File: src/rtl/mtsw_pkg.sv
package mtsw_pkg;

  // Kind of slice-length update applied to the outgoing thread
  typedef enum logic [1:0] {
    ADJ_KEEP   = 2'd0,
    ADJ_GROW   = 2'd1,
    ADJ_SHRINK = 2'd2
  } adj_e;

  // Switch sequencer state
  typedef enum logic {
    SEQ_RUN  = 1'b0,
    SEQ_SWAP = 1'b1
  } seq_e;

  // Trigger causes seen in one run cycle
  typedef struct packed {
    logic expire;
    logic stall;
    logic miss;
  } trig_t;

  // Stall wins over miss, and miss wins over plain expiry
  function automatic adj_e adj_pick(trig_t t);
    if (t.stall)  return ADJ_SHRINK;
    if (t.miss)   return ADJ_KEEP;
    if (t.expire) return ADJ_GROW;
    return ADJ_KEEP;
  endfunction

endpackage

File: src/rtl/mtsw_watch.sv
module mtsw_watch
  import mtsw_pkg::*;
#(
  parameter int QW    = 6,
  parameter int WIN_W = 4,
  parameter int RET_W = 3
) (
  input  logic             clk,
  input  logic             rst_n,
  input  logic             run,
  input  logic [RET_W-1:0] retire_cnt,
  input  logic             long_miss,
  input  logic [WIN_W-1:0] win_len,
  input  logic [QW-1:0]    cur_qlen,
  output trig_t            trig,
  output logic             fire
);

  localparam logic [WIN_W-1:0] IDLE_TOP = '1;

  logic [QW-1:0]    used_q, used_d;
  logic [WIN_W-1:0] idle_q, idle_d;
  logic [WIN_W-1:0] win_lim;
  logic             none_retired;
  logic             cnt_en;

  // Trigger detection for the current run cycle
  always_comb begin
    none_retired = (retire_cnt == '0);
    win_lim      = (win_len == '0) ? '0 : (win_len - WIN_W'(1));
    trig.expire  = run && (used_q >= (cur_qlen - QW'(1)));
    trig.stall   = run && none_retired && (idle_q >= win_lim);
    trig.miss    = run && long_miss;
    fire         = trig.expire || trig.stall || trig.miss;
  end

  // Slice-use and zero-retire counters, next state
  always_comb begin
    used_d = used_q;
    idle_d = idle_q;
    cnt_en = run;
    if (fire) begin
      used_d = '0;
      idle_d = '0;
    end else if (run) begin
      used_d = used_q + QW'(1);
      if (!none_retired) begin
        idle_d = '0;
      end else if (idle_q != IDLE_TOP) begin
        idle_d = idle_q + WIN_W'(1);
      end
    end
  end

  always_ff @(posedge clk or negedge rst_n) begin
    if (!rst_n) begin
      used_q <= '0;
      idle_q <= '0;
    end else if (cnt_en) begin
      used_q <= used_d;
      idle_q <= idle_d;
    end
  end

endmodule

File: src/rtl/mtsw_qtable.sv
module mtsw_qtable
  import mtsw_pkg::*;
#(
  parameter int NTHR  = 2,
  parameter int TW    = 1,
  parameter int QW    = 6,
  parameter int QMIN  = 4,
  parameter int QMAX  = 32,
  parameter int QINIT = 8
) (
  input  logic             clk,
  input  logic             rst_n,
  input  logic             upd_en,
  input  logic [TW-1:0]    upd_tid,
  input  adj_e             upd_kind,
  input  logic [TW-1:0]    rd_tid,
  output logic [QW-1:0]    rd_qlen,
  output logic [NTHR*QW-1:0] qlen_all
);

  localparam logic [QW:0]   QMAX_X  = (QW+1)'(QMAX);
  localparam logic [QW-1:0] QMAX_Q  = QW'(QMAX);
  localparam logic [QW-1:0] QMIN_Q  = QW'(QMIN);
  localparam logic [QW-1:0] QINIT_Q = QW'(QINIT);

  for (genvar g = 0; g < NTHR; g++) begin : g_thr
    logic [QW-1:0] q_q, q_d;
    logic [QW:0]   dbl;
    logic [QW-1:0] hlf;
    logic          wr;

    always_comb begin
      dbl = {q_q, 1'b0};
      hlf = q_q >> 1;
      wr  = upd_en && (upd_tid == TW'(g));
      q_d = q_q;
      case (upd_kind)
        ADJ_GROW:   q_d = (dbl >= QMAX_X) ? QMAX_Q : dbl[QW-1:0];
        ADJ_SHRINK: q_d = (hlf <= QMIN_Q) ? QMIN_Q : hlf;
        default:    q_d = q_q;
      endcase
    end

    always_ff @(posedge clk or negedge rst_n) begin
      if (!rst_n) begin
        q_q <= QINIT_Q;
      end else if (wr) begin
        q_q <= q_d;
      end
    end

    assign qlen_all[g*QW +: QW] = q_q;
  end

  assign rd_qlen = qlen_all[rd_tid*QW +: QW];

endmodule

File: src/rtl/mtsw_seq.sv
module mtsw_seq
  import mtsw_pkg::*;
#(
  parameter int PENALTY = 3
) (
  input  logic clk,
  input  logic rst_n,
  input  logic fire,
  input  logic other_ready,
  output logic tid,
  output logic busy
);

  localparam int PW = (PENALTY < 2) ? 1 : $clog2(PENALTY);
  localparam logic [PW-1:0] PEN_LOAD = PW'(PENALTY - 1);

  seq_e          state_q, state_d;
  logic          tid_q, tid_d;
  logic [PW-1:0] pen_q, pen_d;
  logic          seq_en;

  always_comb begin
    state_d = state_q;
    tid_d   = tid_q;
    pen_d   = pen_q;
    seq_en  = (state_q == SEQ_SWAP) || fire;
    case (state_q)
      SEQ_RUN: begin
        if (fire && other_ready) begin
          state_d = SEQ_SWAP;
          tid_d   = ~tid_q;
          pen_d   = PEN_LOAD;
        end
      end
      SEQ_SWAP: begin
        if (pen_q == '0) begin
          state_d = SEQ_RUN;
        end else begin
          pen_d = pen_q - PW'(1);
        end
      end
      default: state_d = SEQ_RUN;
    endcase
  end

  always_ff @(posedge clk or negedge rst_n) begin
    if (!rst_n) begin
      state_q <= SEQ_RUN;
      tid_q   <= 1'b0;
      pen_q   <= '0;
    end else if (seq_en) begin
      state_q <= state_d;
      tid_q   <= tid_d;
      pen_q   <= pen_d;
    end
  end

  assign tid  = tid_q;
  assign busy = (state_q == SEQ_SWAP);

endmodule

File: src/rtl/mtsw_ctrl.sv
module mtsw_ctrl
  import mtsw_pkg::*;
#(
  parameter int QMIN    = 4,
  parameter int QMAX    = 32,
  parameter int QINIT   = 8,
  parameter int PENALTY = 3,
  parameter int WIN_W   = 4,
  parameter int RET_W   = 3
) (
  input  logic             clk,
  input  logic             rst_n,
  input  logic [RET_W-1:0] retire_cnt,
  input  logic             long_miss,
  input  logic [1:0]       thr_ready,
  input  logic [WIN_W-1:0] win_len,
  output logic             active_tid,
  output logic             switch_busy
);

  localparam int NTHR = 2;
  localparam int TW   = 1;
  localparam int QW   = $clog2(QMAX + 1);

  trig_t              trig;
  logic               fire;
  logic               run;
  logic               other_ready;
  logic [QW-1:0]      cur_qlen;
  logic [NTHR*QW-1:0] qlen_all;
  adj_e               adj_kind;

  assign run         = ~switch_busy;
  assign other_ready = thr_ready[~active_tid];
  assign adj_kind    = adj_pick(trig);

  mtsw_watch #(
    .QW    (QW),
    .WIN_W (WIN_W),
    .RET_W (RET_W)
  ) u_watch (
    .clk        (clk),
    .rst_n      (rst_n),
    .run        (run),
    .retire_cnt (retire_cnt),
    .long_miss  (long_miss),
    .win_len    (win_len),
    .cur_qlen   (cur_qlen),
    .trig       (trig),
    .fire       (fire)
  );

  mtsw_qtable #(
    .NTHR  (NTHR),
    .TW    (TW),
    .QW    (QW),
    .QMIN  (QMIN),
    .QMAX  (QMAX),
    .QINIT (QINIT)
  ) u_qtab (
    .clk      (clk),
    .rst_n    (rst_n),
    .upd_en   (fire),
    .upd_tid  (active_tid),
    .upd_kind (adj_kind),
    .rd_tid   (active_tid),
    .rd_qlen  (cur_qlen),
    .qlen_all (qlen_all)
  );

  mtsw_seq #(
    .PENALTY (PENALTY)
  ) u_seq (
    .clk         (clk),
    .rst_n       (rst_n),
    .fire        (fire),
    .other_ready (other_ready),
    .tid         (active_tid),
    .busy        (switch_busy)
  );

endmodule

File: config.mk
export PLATFORM = sky130hd
export DESIGN_NAME = mtsw_ctrl
export DESIGN_NICKNAME = d
export VERILOG_FILES = /design/src/rtl/mtsw_pkg.sv /design/src/rtl/mtsw_watch.sv /design/src/rtl/mtsw_qtable.sv /design/src/rtl/mtsw_seq.sv /design/src/rtl/mtsw_ctrl.sv
export SDC_FILE = /design/constraint.sdc
export NUM_CORES = 1
export LEC_CHECK = 0
export BUFFER_PORTS_ARGS = -buffer_cell sky130_fd_sc_hd__buf_2
export CORE_ASPECT_RATIO = 0.7
export CORE_MARGIN = 3
export CORE_UTILIZATION = 50
export DETAILED_ROUTE_END_ITERATION = 16
export PLACE_DENSITY_LB_ADDON = 0.08
export SYNTH_ARGS = -nofsm -noshare
export SYNTH_HDL_FRONTEND = slang
export SYNTH_HIERARCHICAL = 1
export SYNTH_SLANG_ARGS = --single-unit
File: constraint.sdc
create_clock -name clk -period 5.1 [get_ports clk]
set_clock_uncertainty 0.2 [all_clocks]
set_input_delay 1.02 -clock clk [delete_from_list [all_inputs] [get_ports clk]]
set_output_delay 1.02 -clock clk [all_outputs]
set_load 0.05 [all_outputs]
==> flow_summary.ini <==
[run_status]
status = finished, final reports clean

[worst_setup_path]
critPathKind = reg -> reg
arrival_ns = 4.24
cp-start-kind = flop
cp_max_fo = 12
worstPathRequired_ns = 5.11
crit_path_end_kind = flop

[synthesis]
yosysTopAreaCell = dfrtp_1
syn_nets = 212
synthArstFlopShare_pct = 100
ys.warnings.count = 6
syn_inst = 185
synth.most_common_cell = dfrtp_1
ys_seq_area_share_pct = 36.8
ys_ff_latch = 26
synth_edf_count = 0
avgSynthCellArea_um2 = 9.59
yosys-top-cells-count = dfrtp_1, nor2_1, nand2_1
synthMuxAreaShare_pct = 5.29
yosys_most_used_dff = dfrtp_1
ys_types = 50
synth_compound_area_share_pct = 20.0
synth_top_cell_area_share_pct = 33.9
synth_adder_area_share_pct = 10.6
synth_simple_gate_area_share_pct = 18.3
synth-xor-area-share_pct = 4.44
synth_top_family_by_area = compound AO/OA/AOI/OAI gates
synth_area_leaders = dfrtp_1, ha_1, mux2_2, nor2_1, nand2_1
synthesis.area_mm2 = 0.00177

[clocking]
worst_skew_pair.late_latency_ns = 0.28
clock_sinks = 26
cts_tree = done
cts_made_buffers = 3
cts_resized = 0
htree_num_levels = 1
postCtsSetupBuffers = 0
cts_root_buf = clkbuf_8
path_clk_slew_ns = 0.09
cts_buffer_depth = 2
ctsHoldBuffers = 0

[grt]
grt_overflow_total = 0
grt_use_total_pct = 18.2
grt_pass1_vias = 1312
antenna_found_initial = 0
grt_max_degree = 27
grt_pass1_wl_mm = 6.23

[routing]
drc = 0
ant_nets = 0
drtPass1Iterations = 4
via_per_inst = 5.71
drt-total-wl_mm = 3.54
dr_total_vias = 1382
avgRoutedWirePerCell_um = 14.6
drt_iter0_drc = 70

[job]
maxCapViolations = 0

[place]
numPortBuffers = 13
finalWeightedCongestion = 0.780
dp_hpwl_mm = 2.68
dpl_worst_slack_ns = 0.785

[sta]
grt_setup_unrepaired = no
tightest_slew_ns = 0.575
finalSetupTns_ns = 0
setup_viol = 0
report.final.hold_viol_count = 0
max_freq_mhz = 236
post-route-period-util_pct = 83.0
maxSlewHeadroom_pct = 61.7
setup_slack_ns = 0.866
drv_slew = 0
min_period_ns = 4.23

[floorplanning]
ios = 14
dieArea_mm2 = 0.00431
std_cell_rows = 17
dieWidth_um = 77.2
initial_utilization_pct = 54.2
fp.dieH_um = 55.8
coreArea_mm2 = 0.00328

[power_and_ir_drop]
power_density_mw_per_mm2 = 422
p_leak_nw = 0.866
vdd_drop_max_uv = 281

[finish]
synthToLayoutAreaGrowth_pct = 8.11
drive_gt1_share_pct = 17.4
nets = 223
fin_util_pct = 58.6
diodes = 0

[hold_path]
hold_path.class = reg -> reg
-- area by class of cell --
type	count	area, um^2
fillers	306	1360
repair buffers	13	65.1
well taps	47	58.8
flip-flops and latches	26	653
clock buffers	4	55.1
inverters	12	45.0
multi-input cells	140	1040
-- worst max-delay path, stage by stage (launching register included) --
cell and delay (ns):
dfrtp_1 0.61, mux2_2 0.40, or3_1 0.40, nor3_1 0.19
xnor2_1 0.09, ha_1 0.29, o21a_1 0.11, o21ai_0 0.12
a31oi_4 0.25, nor3b_1 0.21, inv_1 0.06, ha_1 0.32
or3b_1 0.52, a221oi_1 0.31, nor2_1 0.07
-- report_power, final --
| part | leakage [nW] | total [W] | internal, W | switching (W) |
|---|---|---|---|---|
| Sequential | 0.341 | 0.000315 | 0.000253 | 0.0000628 |
| Clock | 0.0288 | 0.000136 | 0.0000692 | 0.0000670 |
| Combinational | 0.497 | 0.000358 | 0.000156 | 0.000201 |
-- per-stage QoR --
stage	area [um^2]	cells	total power [W]	hold WS, ns
3_3_place_gp	1860	238	0.000662	0.266
3_5_place_dp	1860	238	0.000679	0.278
5_1_grt	1920	242	0.000883	0.313
4_1_cts	1920	242	0.000817	0.294
2_1_floorplan	1770	185	0.000601	0.247
6_report	1920	242	0.000809	0.293
-- cells by family (layout without fill, tap and decap cells) --
| kind of cell | count (synthesis) | after routing |
|---|---|---|
| AOI/OAI and AO/OA | 46 | 46 |
| xor gates and xnor gates | 9 | 9 |
| adders and majority gates | 15 | 15 |
| buffers and inverters | 19 | 29 |
| DFF | 26 | 26 |
| muxes | 8 | 8 |
| and+or+nand+nor | 62 | 62 |
-- placed cells by master (no fill, tap or decap), drive strengths merged, types with 3 or more instances in the layout --
| cell type | instances |
|---|---|
| o31ai | 5 |
| o21ai | 8 |
| inv | 12 |
| clkbuf | 4 |
| nor2 | 17 |
| a21oi | 7 |
| buf | 13 |
| a31oi | 3 |
| dfrtp | 24 |
| mux2 | 8 |
| nand3 | 4 |
| xor2 | 5 |
| nand2 | 16 |
| nor3 | 5 |
| xnor2 | 4 |
| o311ai | 4 |
| ha | 15 |
| nand2b | 4 |
-- flip-flops by register name, summed over array words and instances, names as in the netlist --
| register | flops |
|---|---|
| u_qtab/g_thr.q_q | 12 |
| u_watch/used_q | 6 |
| u_seq/pen_q | 2 |
| u_seq/busy | 1 |
| u_watch/idle_q | 4 |
| u_seq/tid | 1 |
-- per-layer routing --
| metal | wire length [um] | up-vias | track usage (%) |
|---|---|---|---|
| met3 | 136 | 4 | 4.85 |
| met4 | 37 | 0 | 5.84 |
| met5 | 0 | - | 0 |
| met1 | 1830 | 662 | 26.0 |
| li1 | - | 697 | - |
| met2 | 1530 | 19 | 26.7 |
-- final timing paths --
check	startpoint	end	slack, ns	cells past startpoint
max	u_seq/tid$_DFFE_PN0P_	u_qtab/g_thr[0].q_q[3]$_DFFE_PN1P_	0.87	14
min	u_seq/pen_q[0]$_DFFE_PN0P_	u_seq/pen_q[0]$_DFFE_PN0P_	0.29	1
max reg2reg	u_seq/tid$_DFFE_PN0P_	u_qtab/g_thr[0].q_q[3]$_DFFE_PN1P_	0.87	14
min reg2reg	u_seq/pen_q[0]$_DFFE_PN0P_	u_seq/pen_q[0]$_DFFE_PN0P_	0.29	1
max in group asynchronous	rst_n	u_watch/idle_q[2]$_DFFE_PN0P_	3.79	1
min in group asynchronous	rst_n	u_watch/used_q[3]$_DFFE_PN0P_	0.53	1
Power figures use the tool's default switching activity.
